`config.mk`:
```
export PLATFORM = sky130hd
export DESIGN_NAME = rdiv_top
export DESIGN_NICKNAME = d
export VERILOG_FILES = /design/src/rtl/rdiv_pkg.sv /design/src/rtl/rdiv_prep.sv /design/src/rtl/rdiv_step.sv /design/src/rtl/rdiv_fix.sv /design/src/rtl/rdiv_ctrl.sv /design/src/rtl/rdiv_top.sv
export SDC_FILE = /design/constraint.sdc
export NUM_CORES = 1
export LEC_CHECK = 0
export BUFFER_PORTS_ARGS = -buffer_cell sky130_fd_sc_hd__buf_2
export CAP_MARGIN = 0
export CORE_UTILIZATION = 55
export DETAILED_ROUTE_END_ITERATION = 8
export GPL_TIMING_DRIVEN = 0
export MAX_ROUTING_LAYER = met4
export PLACE_DENSITY = 0.73
export SYNTH_ARGS = -nofsm -noshare
export SYNTH_HDL_FRONTEND = slang
export SYNTH_SLANG_ARGS = --single-unit
```
`constraint.sdc`:
```
create_clock -name clk -period 2.6 [get_ports clk]
set_input_delay 0.26 -clock clk [delete_from_list [all_inputs] [get_ports clk]]
set_output_delay 0.26 -clock clk [all_outputs]
set_load 0.1 [all_outputs]
```
`src/rtl/rdiv_pkg.sv`:
```
package rdiv_pkg;
  typedef enum logic [1:0] {
    ST_IDLE = 2'd0,
    ST_RUN  = 2'd1,
    ST_FIX  = 2'd2
  } rdiv_state_e;
endpackage

```
`src/rtl/rdiv_prep.sv`:
```
module rdiv_prep #(
  parameter int WIDTH = 16
) (
  input  logic [WIDTH-1:0] dvd_in,
  input  logic [WIDTH-1:0] dvs_in,
  output logic [WIDTH-1:0] dvd_mag,
  output logic [WIDTH-1:0] dvs_mag,
  output logic             dvd_neg,
  output logic             dvs_neg,
  output logic             dvs_zero
);
  assign dvd_neg  = dvd_in[WIDTH-1];
  assign dvs_neg  = dvs_in[WIDTH-1];
  // The magnitude of the most negative value is still correct when read unsigned
  assign dvd_mag  = dvd_neg ? (~dvd_in + 1'b1) : dvd_in;
  assign dvs_mag  = dvs_neg ? (~dvs_in + 1'b1) : dvs_in;
  assign dvs_zero = (dvs_in == '0);
endmodule

```
`src/rtl/rdiv_step.sv`:
```
module rdiv_step #(
  parameter int WIDTH = 16
) (
  input  logic [2*WIDTH-1:0] rem_in,
  input  logic [2*WIDTH-1:0] dvs_in,
  output logic [2*WIDTH-1:0] rem_out,
  output logic               q_bit
);
  localparam int DW = 2*WIDTH;

  logic [DW:0] trial;

  // One guard bit above the 2N-bit operands keeps the trial sign exact
  assign trial   = {1'b0, rem_in} - {1'b0, dvs_in};
  assign q_bit   = ~trial[DW];
  // A negative trial restores the remainder by keeping the old value
  assign rem_out = q_bit ? trial[DW-1:0] : rem_in;
endmodule

```
`src/rtl/rdiv_fix.sv`:
```
module rdiv_fix #(
  parameter int WIDTH = 16
) (
  input  logic [WIDTH-1:0] q_mag,
  input  logic [WIDTH-1:0] r_mag,
  input  logic [WIDTH-1:0] dvd_raw,
  input  logic             dvd_neg,
  input  logic             dvs_neg,
  input  logic             dvs_zero,
  output logic [WIDTH-1:0] q_out,
  output logic [WIDTH-1:0] r_out
);
  always_comb begin
    if (dvs_zero) begin
      q_out = '1;
      r_out = dvd_raw;
    end else begin
      q_out = (dvd_neg ^ dvs_neg) ? (~q_mag + 1'b1) : q_mag;
      r_out = dvd_neg ? (~r_mag + 1'b1) : r_mag;
    end
  end
endmodule

```
`src/rtl/rdiv_ctrl.sv`:
```
module rdiv_ctrl
  import rdiv_pkg::*;
#(
  parameter int WIDTH = 16
) (
  input  logic clk,
  input  logic rst_n,
  input  logic start,
  output logic load,
  output logic step,
  output logic finish,
  output logic busy,
  output logic done
);
  localparam int ITERS = WIDTH + 1;
  localparam int CW    = $clog2(ITERS + 1);
  localparam logic [CW-1:0] LAST = CW'(ITERS - 1);

  rdiv_state_e   state_q;
  logic [CW-1:0] cnt_q;

  assign busy   = (state_q != ST_IDLE);
  assign load   = (state_q == ST_IDLE) && start;
  assign step   = (state_q == ST_RUN);
  assign finish = (state_q == ST_FIX);

  always_ff @(posedge clk or negedge rst_n) begin
    if (!rst_n) begin
      state_q <= ST_IDLE;
      cnt_q   <= '0;
      done    <= 1'b0;
    end else begin
      done <= finish;
      unique case (state_q)
        ST_IDLE: if (start) begin
          state_q <= ST_RUN;
          cnt_q   <= '0;
        end
        ST_RUN: begin
          if (cnt_q == LAST) state_q <= ST_FIX;
          else               cnt_q   <= cnt_q + 1'b1;
        end
        ST_FIX:  state_q <= ST_IDLE;
        default: state_q <= ST_IDLE;
      endcase
    end
  end
endmodule

```
`src/rtl/rdiv_top.sv`:
```
module rdiv_top #(
  parameter int WIDTH = 16
) (
  input  logic             clk,
  input  logic             rst_n,
  input  logic             start,
  input  logic [WIDTH-1:0] dividend,
  input  logic [WIDTH-1:0] divisor,
  output logic             busy,
  output logic             done,
  output logic [WIDTH-1:0] quotient,
  output logic [WIDTH-1:0] remainder,
  output logic             div_by_zero
);
  localparam int DW = 2*WIDTH;

  logic             load, step, finish;
  logic [WIDTH-1:0] dvd_mag, dvs_mag;
  logic             dvd_neg, dvs_neg, dvs_zero;

  logic [DW-1:0]    rem_q, dvs_q, rem_nx;
  logic [WIDTH-1:0] quo_q, dvd_raw_q;
  logic             q_bit;
  logic             dvd_neg_q, dvs_neg_q, dvs_zero_q;
  logic [WIDTH-1:0] q_fixed, r_fixed;

  rdiv_ctrl #(.WIDTH(WIDTH)) u_ctrl (
    .clk(clk), .rst_n(rst_n), .start(start),
    .load(load), .step(step), .finish(finish),
    .busy(busy), .done(done)
  );

  rdiv_prep #(.WIDTH(WIDTH)) u_prep (
    .dvd_in(dividend), .dvs_in(divisor),
    .dvd_mag(dvd_mag), .dvs_mag(dvs_mag),
    .dvd_neg(dvd_neg), .dvs_neg(dvs_neg), .dvs_zero(dvs_zero)
  );

  rdiv_step #(.WIDTH(WIDTH)) u_step (
    .rem_in(rem_q), .dvs_in(dvs_q),
    .rem_out(rem_nx), .q_bit(q_bit)
  );

  rdiv_fix #(.WIDTH(WIDTH)) u_fix (
    .q_mag(quo_q), .r_mag(rem_q[WIDTH-1:0]), .dvd_raw(dvd_raw_q),
    .dvd_neg(dvd_neg_q), .dvs_neg(dvs_neg_q), .dvs_zero(dvs_zero_q),
    .q_out(q_fixed), .r_out(r_fixed)
  );

  // Working registers
  always_ff @(posedge clk or negedge rst_n) begin
    if (!rst_n) begin
      rem_q      <= '0;
      dvs_q      <= '0;
      quo_q      <= '0;
      dvd_raw_q  <= '0;
      dvd_neg_q  <= 1'b0;
      dvs_neg_q  <= 1'b0;
      dvs_zero_q <= 1'b0;
    end else if (load) begin
      rem_q      <= {{WIDTH{1'b0}}, dvd_mag};
      dvs_q      <= {dvs_mag, {WIDTH{1'b0}}};
      quo_q      <= '0;
      dvd_raw_q  <= dividend;
      dvd_neg_q  <= dvd_neg;
      dvs_neg_q  <= dvs_neg;
      dvs_zero_q <= dvs_zero;
    end else if (step) begin
      rem_q <= rem_nx;
      quo_q <= {quo_q[WIDTH-2:0], q_bit};
      dvs_q <= {1'b0, dvs_q[DW-1:1]};
    end
  end

  // Result registers, written only when the run completes
  always_ff @(posedge clk or negedge rst_n) begin
    if (!rst_n) begin
      quotient    <= '0;
      remainder   <= '0;
      div_by_zero <= 1'b0;
    end else if (finish) begin
      quotient    <= q_fixed;
      remainder   <= r_fixed;
      div_by_zero <= dvs_zero_q;
    end
  end
endmodule

```
# Word level (Yosys, flattened, before mapping)
# Index checks and enable logic that the tools add are counted.
[totals]
regBits = 140
in_bits = 35
out_inout_bits = 35
word_cells = 60
[op_classes]
addsub = 6
eq_ne = 7
mux = 19
bitwise = 6
n_reduce_logical = 9
[op_table]
columns = ["cell", "n"]
rows = [
  ["$mux W32", 5],
  ["$mux W16", 8],
  ["$add A16 B1 Y16 const B", 4],
  ["$not A16 Y16", 4],
  ["$sub A32 B32 Y33", 1],
  ["$logic_not A16 Y1", 1],
  ["$mux W5", 2],
  ["$pmux W5 S2", 1],
  ["$ne A2 B2 Y1 const B", 3],
  ["$reduce_bool A2 Y1", 3],
  ["$add A5 B1 Y5 const B", 1],
  ["$eq A5 B5 Y1 const B", 1],
  ["$mux W2", 2],
  ["$pmux W2 S2", 1],
  ["$reduce_and A2 Y1", 2],
  ["$reduce_and A3 Y1", 1],
  ["$eq A2 B1 Y1 const B", 1],
  ["$eq A2 B2 Y1 const B", 1],
  ["$logic_not A2 Y1", 1],
  ["$ne A2 B1 Y1 const B", 1],
  ["$logic_and A1 B1 Y1", 1],
  ["$not A1 Y1", 1],
  ["$xor A1 B1 Y1", 1],
]

# Logic depth before layout (Yosys ltp)
[logic_depth]
depth_word = 4
depth_mapped = 14

# Hierarchy
# From an unflattened synthesis, not the netlist that was laid out.
[hier_totals]
hier_cells = 1059
area_unflattened_um2 = 9831.9
[modules_own_cells]
columns = ["module", "instances", "cells_per_inst", "area_each_um2"]
rows = [
  ["rdiv_top", 1, 403, 5465.2],
  ["rdiv_step", 1, 356, 2222.1],
  ["rdiv_fix", 1, 153, 924.6],
  ["rdiv_prep", 1, 107, 787.0],
  ["rdiv_ctrl", 1, 40, 432.9],
]

# Least setup slack after synthesis
# No wires, ideal clock.
[synth_timing]
path_type = "reg2reg"
startpoint = "register rem_q[0]"
endpoint = "register rem_q[2]"
t_arrival_ps = 2649
slack_ps = -186
path_stages_with_launch = 14
path_cell_list = "dfrtp_1 inv_1 ha_1 fa_1 nand2b_1 a21o_1 a31oi_2 a31o_4 a2111oi_4 or2_1 buf_4 buf_8 a211oi_1 a21oi_1"
[synth_between]
elab_chain_cells = 4
word_cells_on_any_way = 6
cone_classes = "1 x add/sub; 1 x eq/ne; 3 x mux; 1 x reduce/logical"
[synth_rtl]
columns = ["element", "line", "rtl"]
rows = [
  ["start, declared", "rdiv_top.sv:21", "logic [DW-1:0] rem_q, dvs_q, rem_nx;"],
  ["start signal, assigned", "rdiv_top.sv:61", "rem_q <= {{WIDTH{1'b0}}, dvd_mag};"],
  ["start signal, assigned", "rdiv_top.sv:69", "rem_q <= rem_nx;"],
  ["$sub A32 B32 Y33 *", "rdiv_step.sv:14", "assign trial = {1'b0, rem_in} - {1'b0, dvs_in};"],
  ["$mux W32", "rdiv_step.sv:17", "assign rem_out = q_bit ? trial[DW-1:0] : rem_in;"],
  ["$mux W32", "rdiv_top.sv:68", "end else if (step) begin"],
  ["$mux W32", "rdiv_top.sv:60", "end else if (load) begin"],
]
# Every way passes the cells marked *; elsewhere a longest branch is shown, timed or not. The select of a mux whose other input is x is not followed.
# A chain may end at the register's enable or synchronous reset.

# Worst setup path after layout
[layout_timing]
startpoint = "register rem_q[15]"
endpoint = "register rem_q[15]"
# The elaborated chain is that of the path after synthesis.

==> flow_summary.toml <==
[clock_tree]
tritoncts = "yes"
cts_buffers = 17
clock_sinks = 139
htree_levels = 4
cts-root-buf = "clkbuf_16"
clk_pin_slew_ps = 60
clock_latency_ps = 430
clk_path_buf_depth = 2

[routing]
vias = 8071
post-route-drc-count = 0
vias_per_cell = 5.89
routed_wl_um = 25100
drtPass1Iterations = 5
initialDrtViolationCount = 634
detail-route-antenna-nets = 0
wire_per_inst_um = 18.3

[sta]
finalHoldViolCount = 0
finalCritPeriodShare_pct = 110
tightestPinTransition_ps = 793
finalWorstSetupSlack_ps = -254
clock.fmax_ghz = 0.350
slew_headroom_pct = 46.8
finalSetupViolations = 33
rsz0062_at_grt = "yes"
fin_skew_ps = 12.2
tns_ps = -5070
period_needed_ps = 2850
drv_slew = 0

[logic_synthesis]
synth_top_area_share_pct = 40.0
synth_area_leaders = "dfrtp_1, nand2_1, ha_1"
synthCells = 1031
netlist_area_mm2 = 0.00870
synthArstFlopShare_pct = 100
synth_warnings = 0
syn_avg_cell_area_um2 = 8.44
ys_top_cells_by_count = "nand2_1, dfrtp_1, o21ai_0"
synth_cell_types = 63
synth_ff_type = "dfrtp_1"
ys_seq_area_share_pct = 40.0
synth_fp_nets = 1105
ys_ff_latch = 139
synth_edf_count = 0
yosys.area.top_type = "dfrtp_1"
synth.most_common_cell = "nand2_1"

[job]
maxCapViolCount = 0

[setup_path]
crit_buf_inv = 2
arrival_ps = 3150
cpMaxStageDelayCell = "dfrtp_1"
start_kind = "flip-flop"
path_class = "reg -> reg"
required_ps = 2890
worstPathMaxFanout = 6
crit_family = "compound AO/OA/AOI/OAI gates"
slowest_delay_ps = 470
end_kind = "flip-flop"
crit_chain = "ha_2 > a21oi_2 > a21bo_1 > a31o_4 > a2111oi_4 > or2_1 > buf_6 > buf_12 > mux2i_4 > o22ai_1"

[finish]
diodes = 0
post-route-util_pct = 69.3
drive_above_1_share_pct = 19.6
syn_to_final_growth_pct = 22.0
finalNetCount = 1222

[floorplanning]
rows = 45
dieArea_mm2 = 0.0163
ios = 70
design.core.area_mm2 = 0.0153
die_h_um = 128
floorplan.initialDensity_pct = 56.8
dieWidth_um = 128

[global_routing]
grt_max_degree = 89
antenna_found_initial = 0
overflow = 0
grt_usage_pct = 32.0
grt_pass1_vias = 7652
grt_pass1_wl_um = 39400

[status]
violations = "setup timing"
status = "complete, but fails checks"

[min_path]
hold_class = "in -> reg"

[place]
dpl.hpwl_um = 16900
port_buffers = 68
gp_congestion = 0.971
[area by class of cell]
type | instances | area, µm²
clock inverter | 13 | 120
fill | 1264 | 4700
sequential | 139 | 3490
multi-input combinational | 783 | 5140
buffer | 47 | 240
inverter | 53 | 199
clock buffer | 18 | 439
timing repair buffer | 107 | 723
tap | 211 | 264
[path summary, 6_finish.rpt]
check                           slack [ps]  depth (start not counted)                     from                       end
max in group asynchronous             1440                          3                    rst_n     rem_q[12]$_DFFE_PN0P_
worst max register to register        -250                         10    rem_q[15]$_DFFE_PN0P_     rem_q[15]$_DFFE_PN0P_
min in group asynchronous              350                          2                    rst_n  remainder[5]$_DFFE_PN0P_
worst min register to register         470                          2  div_by_zero$_DFFE_PN0P_   div_by_zero$_DFFE_PN0P_
worst min-delay path                    90                          3              dividend[4]  dvd_raw_q[4]$_DFFE_PN0P_
worst max-delay path                  -250                         10    rem_q[15]$_DFFE_PN0P_     rem_q[15]$_DFFE_PN0P_
[stage by stage]
step | hold slack [ps] | setup WS [ps] | instances | cell area, µm²
after floorplan | -35.6 | -112 | 1031 | 8770
after global placement | 455 | -684 | 1310 | 9370
after detailed placement | 248 | -540 | 1311 | 9410
after CTS | 78.1 | -166 | 1360 | 10400
after global routing | 118 | -325 | 1371 | 10600
final | 87.7 | -254 | 1371 | 10600
[placed cells by master (no fill, tap or decap), types with 26 or more instances in the layout]
cell	Yosys	routed
dfrtp_1	139	129
o21ai_0	77	66
xnor2_1	44	44
nand2_1	182	179
nor2_1	76	76
xor2_1	39	39
clkbuf_1	35	31
a21oi_1	75	69
buf_4	1	35
buf_2	6	67
nand3_1	29	26
inv_1	53	47
[cell families after synthesis]
logic type | after synthesis | share of synthesized area (%)
multiplexers | 17 | 1.96
buffers and inverters | 109 | 5.32
flip-flops | 139 | 40.0
XOR/XNOR | 83 | 8.35
adder cells (fa/ha/maj) | 39 | 5.69
AND/OR/NAND/NOR | 357 | 17.9
AO/OA/AOI/OAI | 287 | 20.8
[state kept, by name, indices dropped and copies added, names as in the netlist]
| signal | cells |
|---|---|
| div_by_zero | 1 |
| rem_q | 32 |
| dvs_zero_q | 1 |
| quo_q | 16 |
| dvs_neg_q | 1 |
| dvs_q | 32 |
| remainder | 16 |
| quotient | 16 |
| u_ctrl.done | 1 |
| dvd_raw_q | 16 |
| u_ctrl.state_q | 2 |
| u_ctrl.cnt_q | 5 |
[routing by layer]
metal | up-vias | wire length, µm | global-route usage [%]
met5 | - | 0 | -
met4 | 0 | 623 | 10.4
met3 | 49 | 1560 | 5.38
met2 | 320 | 12000 | 50.7
met1 | 3885 | 10900 | 41.8
li1 | 3817 | - | -
[worst register-to-register path, cell delays in order, from the launching register on]
cell	delay (ps)
dfrtp_1	470
ha_2	380
a21oi_2	220
a21bo_1	230
a31o_4	220
a2111oi_4	340
or2_1	190
buf_6	170
buf_12	150
mux2i_4	230
o22ai_1	100
[what timing repair did]
action | 4_1_cts | 5_1_grt
pin swaps | 16 | 8
setup buffers | 23 | 11
gates cloned | 2 | 1
endpoints found under the setup margin | 33 | 35
hold buffers | 1 | 0
resized for setup | 58 | 32
endpoints found under the hold margin | 51 | 0
Power is not shown: default switching activity piles up to over one toggle a cycle in this logic, so the estimate is an artifact.
